==> config.mk <==
export PLATFORM = sky130hd
export DESIGN_NAME = crc_pixel_merge
export DESIGN_NICKNAME = d
export VERILOG_FILES = /design/src/rtl/crcpix_pkg.sv /design/src/rtl/crc10_step.sv /design/src/rtl/pair_crc.sv /design/src/rtl/crc_pixel_merge.sv
export SDC_FILE = /design/constraint.sdc
export NUM_CORES = 1
export LEC_CHECK = 0
export BUFFER_PORTS_ARGS = -buffer_cell sky130_fd_sc_hd__buf_4
export CAP_MARGIN = 20
export CORE_MARGIN = 1.5
export CORE_UTILIZATION = 51
export DETAILED_ROUTE_END_ITERATION = 8
export PLACE_DENSITY = 0.82
export SLEW_MARGIN = 40
export SYNTH_ARGS = -nofsm -noshare
export SYNTH_HDL_FRONTEND = slang
export SYNTH_SLANG_ARGS = --single-unit
==> constraint.sdc <==
create_clock -name clk -period 3.52 [get_ports clk]
set_clock_uncertainty 0.15 [all_clocks]
set_input_delay 0.704 -clock clk [delete_from_list [all_inputs] [get_ports clk]]
set_output_delay 0.704 -clock clk [all_outputs]
set_load 0.05 [all_outputs]
==> src/rtl/crcpix_pkg.sv <==
package crcpix_pkg;
    typedef enum logic [1:0] {
        ST_IDLE     = 2'd0,
        ST_EMIT_B   = 2'd1,
        ST_EMIT_CRC = 2'd2
    } emit_state_t;
endpackage

==> src/rtl/crc10_step.sv <==
// One full-width checksum update: all pixel bits folded in one cycle,
// MSB first, as an unrolled chain of single-bit divisions.
module crc10_step #(
    parameter int          W    = 10,
    parameter logic [W-1:0] POLY = 10'h24F
) (
    input  logic [W-1:0] crc_in,
    input  logic [W-1:0] pix,
    output logic [W-1:0] crc_out
);
    logic [W-1:0] chain [0:W];

    assign chain[0] = crc_in;

    for (genvar i = 0; i < W; i++) begin : g_bit
        logic fb;
        assign fb = pix[W-1-i] ^ chain[i][W-1];
        assign chain[i+1] = {chain[i][W-2:0], 1'b0} ^ (fb ? POLY : '0);
    end

    assign crc_out = chain[W];
endmodule

==> src/rtl/pair_crc.sv <==
// Next checksum after one accepted pair: seeds on line start, then
// folds the B sample when it is present.
module pair_crc #(
    parameter int          W    = 10,
    parameter logic [W-1:0] POLY = 10'h24F
) (
    input  logic [W-1:0] crc_q,
    input  logic [W-1:0] a_pix,
    input  logic [W-1:0] b_pix,
    input  logic         seed,
    input  logic         use_b,
    output logic [W-1:0] crc_next
);
    logic [W-1:0] a_step;
    logic [W-1:0] after_a;
    logic [W-1:0] b_step;

    crc10_step #(.W(W), .POLY(POLY)) i_step_a (
        .crc_in (crc_q),
        .pix    (a_pix),
        .crc_out(a_step)
    );

    assign after_a = seed ? a_pix : a_step;

    crc10_step #(.W(W), .POLY(POLY)) i_step_b (
        .crc_in (after_a),
        .pix    (b_pix),
        .crc_out(b_step)
    );

    assign crc_next = use_b ? b_step : after_a;
endmodule

==> src/rtl/crc_pixel_merge.sv <==
module crc_pixel_merge #(
    parameter int             PIX_W = 10,
    parameter logic [PIX_W-1:0] POLY  = 10'h24F
) (
    input  logic             clk,
    input  logic             rst,
    input  logic [PIX_W-1:0] a_data,
    input  logic [PIX_W-1:0] b_data,
    input  logic             a_valid,
    input  logic             b_valid,
    input  logic             line_start,
    input  logic             line_end,
    input  logic             crc_en,
    output logic             in_ready,
    output logic [PIX_W-1:0] out_data,
    output logic             out_valid,
    output logic             out_is_crc
);
    import crcpix_pkg::*;

    emit_state_t      state_q, state_d;
    logic [PIX_W-1:0] b_hold_q;
    logic [PIX_W-1:0] crc_q;
    logic [PIX_W-1:0] crc_next;
    logic             line_crc_q;
    logic             crc_pend_q;
    logic             accept;
    logic             crc_on;
    logic             append;

    assign in_ready = (state_q == ST_IDLE);
    assign accept   = a_valid && in_ready;
    assign crc_on   = line_start ? crc_en : line_crc_q;
    assign append   = line_end && crc_on;

    pair_crc #(.W(PIX_W), .POLY(POLY)) i_pair_crc (
        .crc_q   (crc_q),
        .a_pix   (a_data),
        .b_pix   (b_data),
        .seed    (line_start),
        .use_b   (b_valid),
        .crc_next(crc_next)
    );

    // next-state logic
    always_comb begin
        state_d = state_q;
        unique case (state_q)
            ST_IDLE: begin
                if (accept) begin
                    if (b_valid)     state_d = ST_EMIT_B;
                    else if (append) state_d = ST_EMIT_CRC;
                    else             state_d = ST_IDLE;
                end
            end
            ST_EMIT_B:   state_d = crc_pend_q ? ST_EMIT_CRC : ST_IDLE;
            ST_EMIT_CRC: state_d = ST_IDLE;
            default:     state_d = ST_IDLE;
        endcase
    end

    // state register
    always_ff @(posedge clk) begin
        if (rst) state_q <= ST_IDLE;
        else     state_q <= state_d;
    end

    // line datapath: checksum, held B sample, captured enable
    always_ff @(posedge clk) begin
        if (rst) begin
            crc_q      <= '0;
            b_hold_q   <= '0;
            line_crc_q <= 1'b0;
            crc_pend_q <= 1'b0;
        end else if (accept) begin
            crc_q      <= crc_next;
            b_hold_q   <= b_data;
            crc_pend_q <= append;
            if (line_start) line_crc_q <= crc_en;
        end
    end

    // registered outputs
    always_ff @(posedge clk) begin
        if (rst) begin
            out_valid  <= 1'b0;
            out_is_crc <= 1'b0;
            out_data   <= '0;
        end else begin
            unique case (state_q)
                ST_IDLE: begin
                    out_valid  <= accept;
                    out_is_crc <= 1'b0;
                    out_data   <= accept ? a_data : '0;
                end
                ST_EMIT_B: begin
                    out_valid  <= 1'b1;
                    out_is_crc <= 1'b0;
                    out_data   <= b_hold_q;
                end
                ST_EMIT_CRC: begin
                    out_valid  <= 1'b1;
                    out_is_crc <= 1'b1;
                    out_data   <= crc_q;
                end
                default: begin
                    out_valid  <= 1'b0;
                    out_is_crc <= 1'b0;
                    out_data   <= '0;
                end
            endcase
        end
    end
endmodule

* Word-level counts from Yosys, hierarchy flattened
Index checks and enable logic that the tools add are counted.
Cells by class: $add $sub $neg 0, multiply operators 0, div/mod/pow operators 0, $lt $le $gt $ge 0, equality and inequality tests 3, shift-type cells 0, multiplexer cells 32, bitwise operators 40, reductions and logical operators 4
Operator list (count):
- $mux 10 | 23
- $xor 10x10->10 | 20
- $pmux 10 s3 | 1
- $xor 1x1->1 | 20
- $mux 2 | 4
- $pmux 2 s2 | 1
- $eq 2x1->1 const B | 1
- $eq 2x2->1 const B | 1
- $logic_and 1x1->1 | 2
- $logic_not 2->1 | 1
- $mux 1 | 2
- $ne 2x1->1 const B | 1
- $pmux 1 s2 | 1
- $reduce_or 2->1 | 1
Storage, ports and cells: flip-flop bits (word level) 36, bits in latches 0, memory bits (writable) 0, memory bits (read-only) 0, input bits 27, output and inout bits 13, word-level logic and storage cells 87, memories kept 0

* Logic depth before layout (Yosys ltp)
word-level depth 62, mapped depth 10, depth with buffers taken out 10

* By module
A second synthesis with hierarchy kept.
Second synthesis, totals: cell total of the unflattened synthesis 243, area, all modules 2499.9 µm²
Modules (own cells, without submodules):
- crc_pixel_merge | times used 1, cells an instance 155, area each 1357.6 µm², sequential area each 720.7 µm²
- crc10_step | times used 2, cells an instance 33, area each 431.7 µm², sequential area each 0.0 µm²
- pair_crc | times used 1, cells an instance 22, area each 279.0 µm², sequential area each 0.0 µm²

* Least setup slack after synthesis
No wires, ideal clock.
kind input port to flip-flop, start input a_data[1], end register crc_q[0], library setup time 0.078 ns, arrival time 3.248 ns, data required time 3.292 ns, setup slack 0.044 ns, stages 10, path buffers 0, path through xor2_1 > xnor3_1 > xor3_1 > mux2i_1 > xor2_1 > xnor3_2 > xnor2_1 > xnor2_1 > a21oi_1 > nor3_1
On the way: cells in the longest elaborated chain, start to end 38
RTL lines:
- from (decl) | line crc_pixel_merge.sv:7 | input logic [PIX_W-1:0] a_data,
- $xor 1x1->1 | line crc10_step.sv:17 | assign fb = pix[W-1-i] ^ chain[i][W-1];
- $mux 10 | line crc10_step.sv:18 | assign chain[i+1] = {chain[i][W-2:0], 1'b0} ^ (fb ? POLY : '0);
- $xor 10x10->10 | line crc10_step.sv:18
- $xor 1x1->1 | line crc10_step.sv:17
- $mux 10 | line crc10_step.sv:18
- $xor 10x10->10 | line crc10_step.sv:18
- $mux 10 (*) | line pair_crc.sv:24 | assign after_a = seed ? a_pix : a_step;
- $xor 1x1->1 | line crc10_step.sv:17
- [... 22 more ...]
- $xor 10x10->10 | line crc10_step.sv:18
- $xor 1x1->1 | line crc10_step.sv:17
- $mux 10 | line crc10_step.sv:18
- $xor 10x10->10 | line crc10_step.sv:18
- $xor 1x1->1 | line crc10_step.sv:17
- $mux 10 | line crc10_step.sv:18
- $xor 10x10->10 | line crc10_step.sv:18
- $mux 10 (*) | line pair_crc.sv:32 | assign crc_next = use_b ? b_step : after_a;
- to (signal assigned) | line crc_pixel_merge.sv:76 | crc_q <= crc_next;
- to (decl) | line crc_pixel_merge.sv:23 | logic [PIX_W-1:0] crc_q;
Mark *: on every way between the ends. The rest lies on a longest branch, timed or not. A chain may end at the register's enable or synchronous reset.

* Worst setup path in the final report
start input a_data[2], end register crc_q[2]
On the way: cells in the longest elaborated chain, start to end 41
RTL lines (line):
- $xor 1x1->1 | crc10_step.sv:17
- $mux 10 | crc10_step.sv:18
- $xor 10x10->10 | crc10_step.sv:18
- $xor 1x1->1 | crc10_step.sv:17
- $mux 10 | crc10_step.sv:18
- $xor 10x10->10 | crc10_step.sv:18
- $xor 1x1->1 | crc10_step.sv:17
- $mux 10 | crc10_step.sv:18
- [... 25 more ...]
- $xor 10x10->10 | crc10_step.sv:18
- $xor 1x1->1 | crc10_step.sv:17
- $mux 10 | crc10_step.sv:18
- $xor 10x10->10 | crc10_step.sv:18
- $xor 1x1->1 | crc10_step.sv:17
- $mux 10 | crc10_step.sv:18
- $xor 10x10->10 | crc10_step.sv:18
- $mux 10 (*) | pair_crc.sv:32
Marked as above.

==> flow_summary.ini <==
[outcome]
status = complete, no violations

[clocking]
htreeDepth = 2
clock-sinks = 36
cts_tree = built
cts_root_buffer = clkbuf_8
path_clk_slew_ns = 0.07
post_cts_buffers = 0
clock_path_buffers = 2
cts_buffers = 5
clk_latency_ns = 0.29

[critical_path]
crit_arrival_ns = 3.52
worst_r2r_path_depth = 10
crit_fanout = 3
startpoint_type = primary input
crit_type = in2reg
worst_setup_path_end_kind = flip-flop
required_ns = 3.53

[die]
die_w_microns = 72.3
initial_core_util_pct = 52.5
ioPinCount = 40
rows = 25
die_h_microns = 72.3
die_area_sq_um = 5220
core_area_sq_um = 4660

[grt]
grt_start_max_net_pins = 31
track_usage_pct = 23.8
antenna_found_initial = 0
grt_pass1_vias = 1971
grt-ovfl-total = 0
grt_pass1_wl_mm = 9.37

[sta]
setup_tns_ns = 0
maxSlewViolCount = 0
holdWs_ns = 0.309
worstMarginPinSlew_ns = 0.529
relSlewSlack_pct = 64.6
fin_crit_sh_pct = 99.6
min_period_ns = 3.51
finalHoldViolations = 0
setup_violations = 0
maxClockFrequency_mhz = 285

[synth]
synthCells = 254
syn_area_sq_um = 2450
synth_nets = 285
synthDistinctLibCells = 30
synth_warnings = 0
synth_top_area_share_pct = 29.4
syn-mean-instance-area_sq_um = 9.64
ys.flop_type = dfxtp_1
synth_edf_count = 0
synthArstFlopShare_pct = 0
synth-seq-area-share_pct = 29.4
ys_ff_latch = 36
synthTopCellsByArea = dfxtp_1 29%, xnor3_1 12%, xnor2_1 11%
synth_area_leader_cell = dfxtp_1

[placed_design]
place_congestion = 0.853
dp_cells = 365
dp_hpwl_mm = 4.57
io_buffers = 39

[routing]
first_pass_iters = 6
avgRoutedWirePerCell_microns = 16.6
via_per_inst = 5.66
drc = 0
vias = 2107
ant_nets = 0
routed_wl_mm = 6.18
drtIter0Drc = 254

[final_layout]
nets = 349
nFillCells = 335
utilization_pct = 67.4
stdcell_count = 372
synthToLayoutAreaGrowth_pct = 28.3
diodes = 0
layout-drive-gt1-share_pct = 31.4

[worst_hold_path]
hold_depth = 2
hold_class = reg2reg

[job]
cap_violations = 0
## timing repair
item,in CTS,in global routing
resized for setup,1,8
setup endpoints to repair,1,8
hold buffers,0,0
## kinds of logic after synthesis
kind of cell / Yosys count / synth area share, %
and+or+nand+nor: 73 / 12.4
xor gates and xnor gates: 69 / 36.3
AOI/OAI and AO/OA: 43 / 12.2
DFF: 36 / 29.4
buffers and inverters: 19 / 2.91
muxes: 10 / 4.75
adders and majority gates: 4 / 2.05
## cell type report
cell class	count	area (sq um)	area share, %
inverters	4	15.0	0.478
flip-flops and latches	36	721	22.9
clock inverters	1	5.00	0.159
repair buffers	72	541	17.2
multi-input cells	199	1720	54.7
clock buffers	6	72.6	2.31
well taps	54	67.6	2.15
## layer usage
metal	up-vias	part of all wire, %	GRT usage [%]
met4	0	3.3	11.7
li1	1003	-	-
met1	989	40	30.5
met2	100	49	37.9
met3	15	7.6	5.42
met5	-	0	0
## registers in the layout, summed over array words and instances, names as in the netlist
name	count
out_data	10
crc_q	10
crc_pend_q	1
state_q	2
line_crc_q	1
out_is_crc	1
out_valid	1
b_hold_q	10
## path summary, 6_finish.rpt
path	slack (ns)	start	to
setup reg to reg	0.12	crc_q[1]	crc_q[2]
setup / recovery	0.01	a_data[2]	crc_q[2]
hold reg to reg	0.31	b_hold_q[8]	b_hold_q[8]
hold / removal	0.31	b_hold_q[8]	b_hold_q[8]
## per-stage QoR
stage	cell area, sq um	setup slack [ns]
global route	3140	-0.0518
global placement	3000	-0.151
floorplan	2450	0.0444
detailed placement	3000	-0.278
CTS	3080	0.0422
finish	3140	0.0148
## cell usage after synthesis, types with 6 or more instances
master and n:
a21oi_1 18, a222oi_1 12, clkbuf_1 13, dfxtp_1 36, mux2i_1 6, nand2_1 30
nor2_1 28, nor3_1 8, o21ai_0 6, xnor2_1 30, xnor3_1 13, xor2_1 16
## worst max-delay path, stage by stage
cell,delay [ns]
buf_4,0.12
xnor2_2,0.23
xnor3_1,0.41
xor3_1,0.38
mux2i_1,0.22
xor2_1,0.20
xnor3_2,0.50
xnor2_2,0.17
xnor2_1,0.14
a222oi_1,0.33
nor2_1,0.11
## layout by cell type, fill, tap and decap left out, types with 4 or more instances in the layout
master / Yosys / routed
dfxtp_1: 36 / 36
a21oi_1: 18 / 18
clkbuf_8: 0 / 5
xor2_1: 16 / 14
mux2i_1: 6 / 6
xnor2_2: 3 / 9
xnor3_1: 13 / 12
inv_1: 4 / 4
a222oi_1: 12 / 12
buf_4: 0 / 72
ha_1: 4 / 4
xor2_2: 3 / 5
nor3_1: 8 / 8
nor2_1: 28 / 28
nand2_1: 30 / 29
xnor2_1: 30 / 24
o21ai_0: 6 / 6
Power is left out: the tool's default activity adds up to more than one toggle a clock period on the data nets, which glitch-free logic cannot reach.
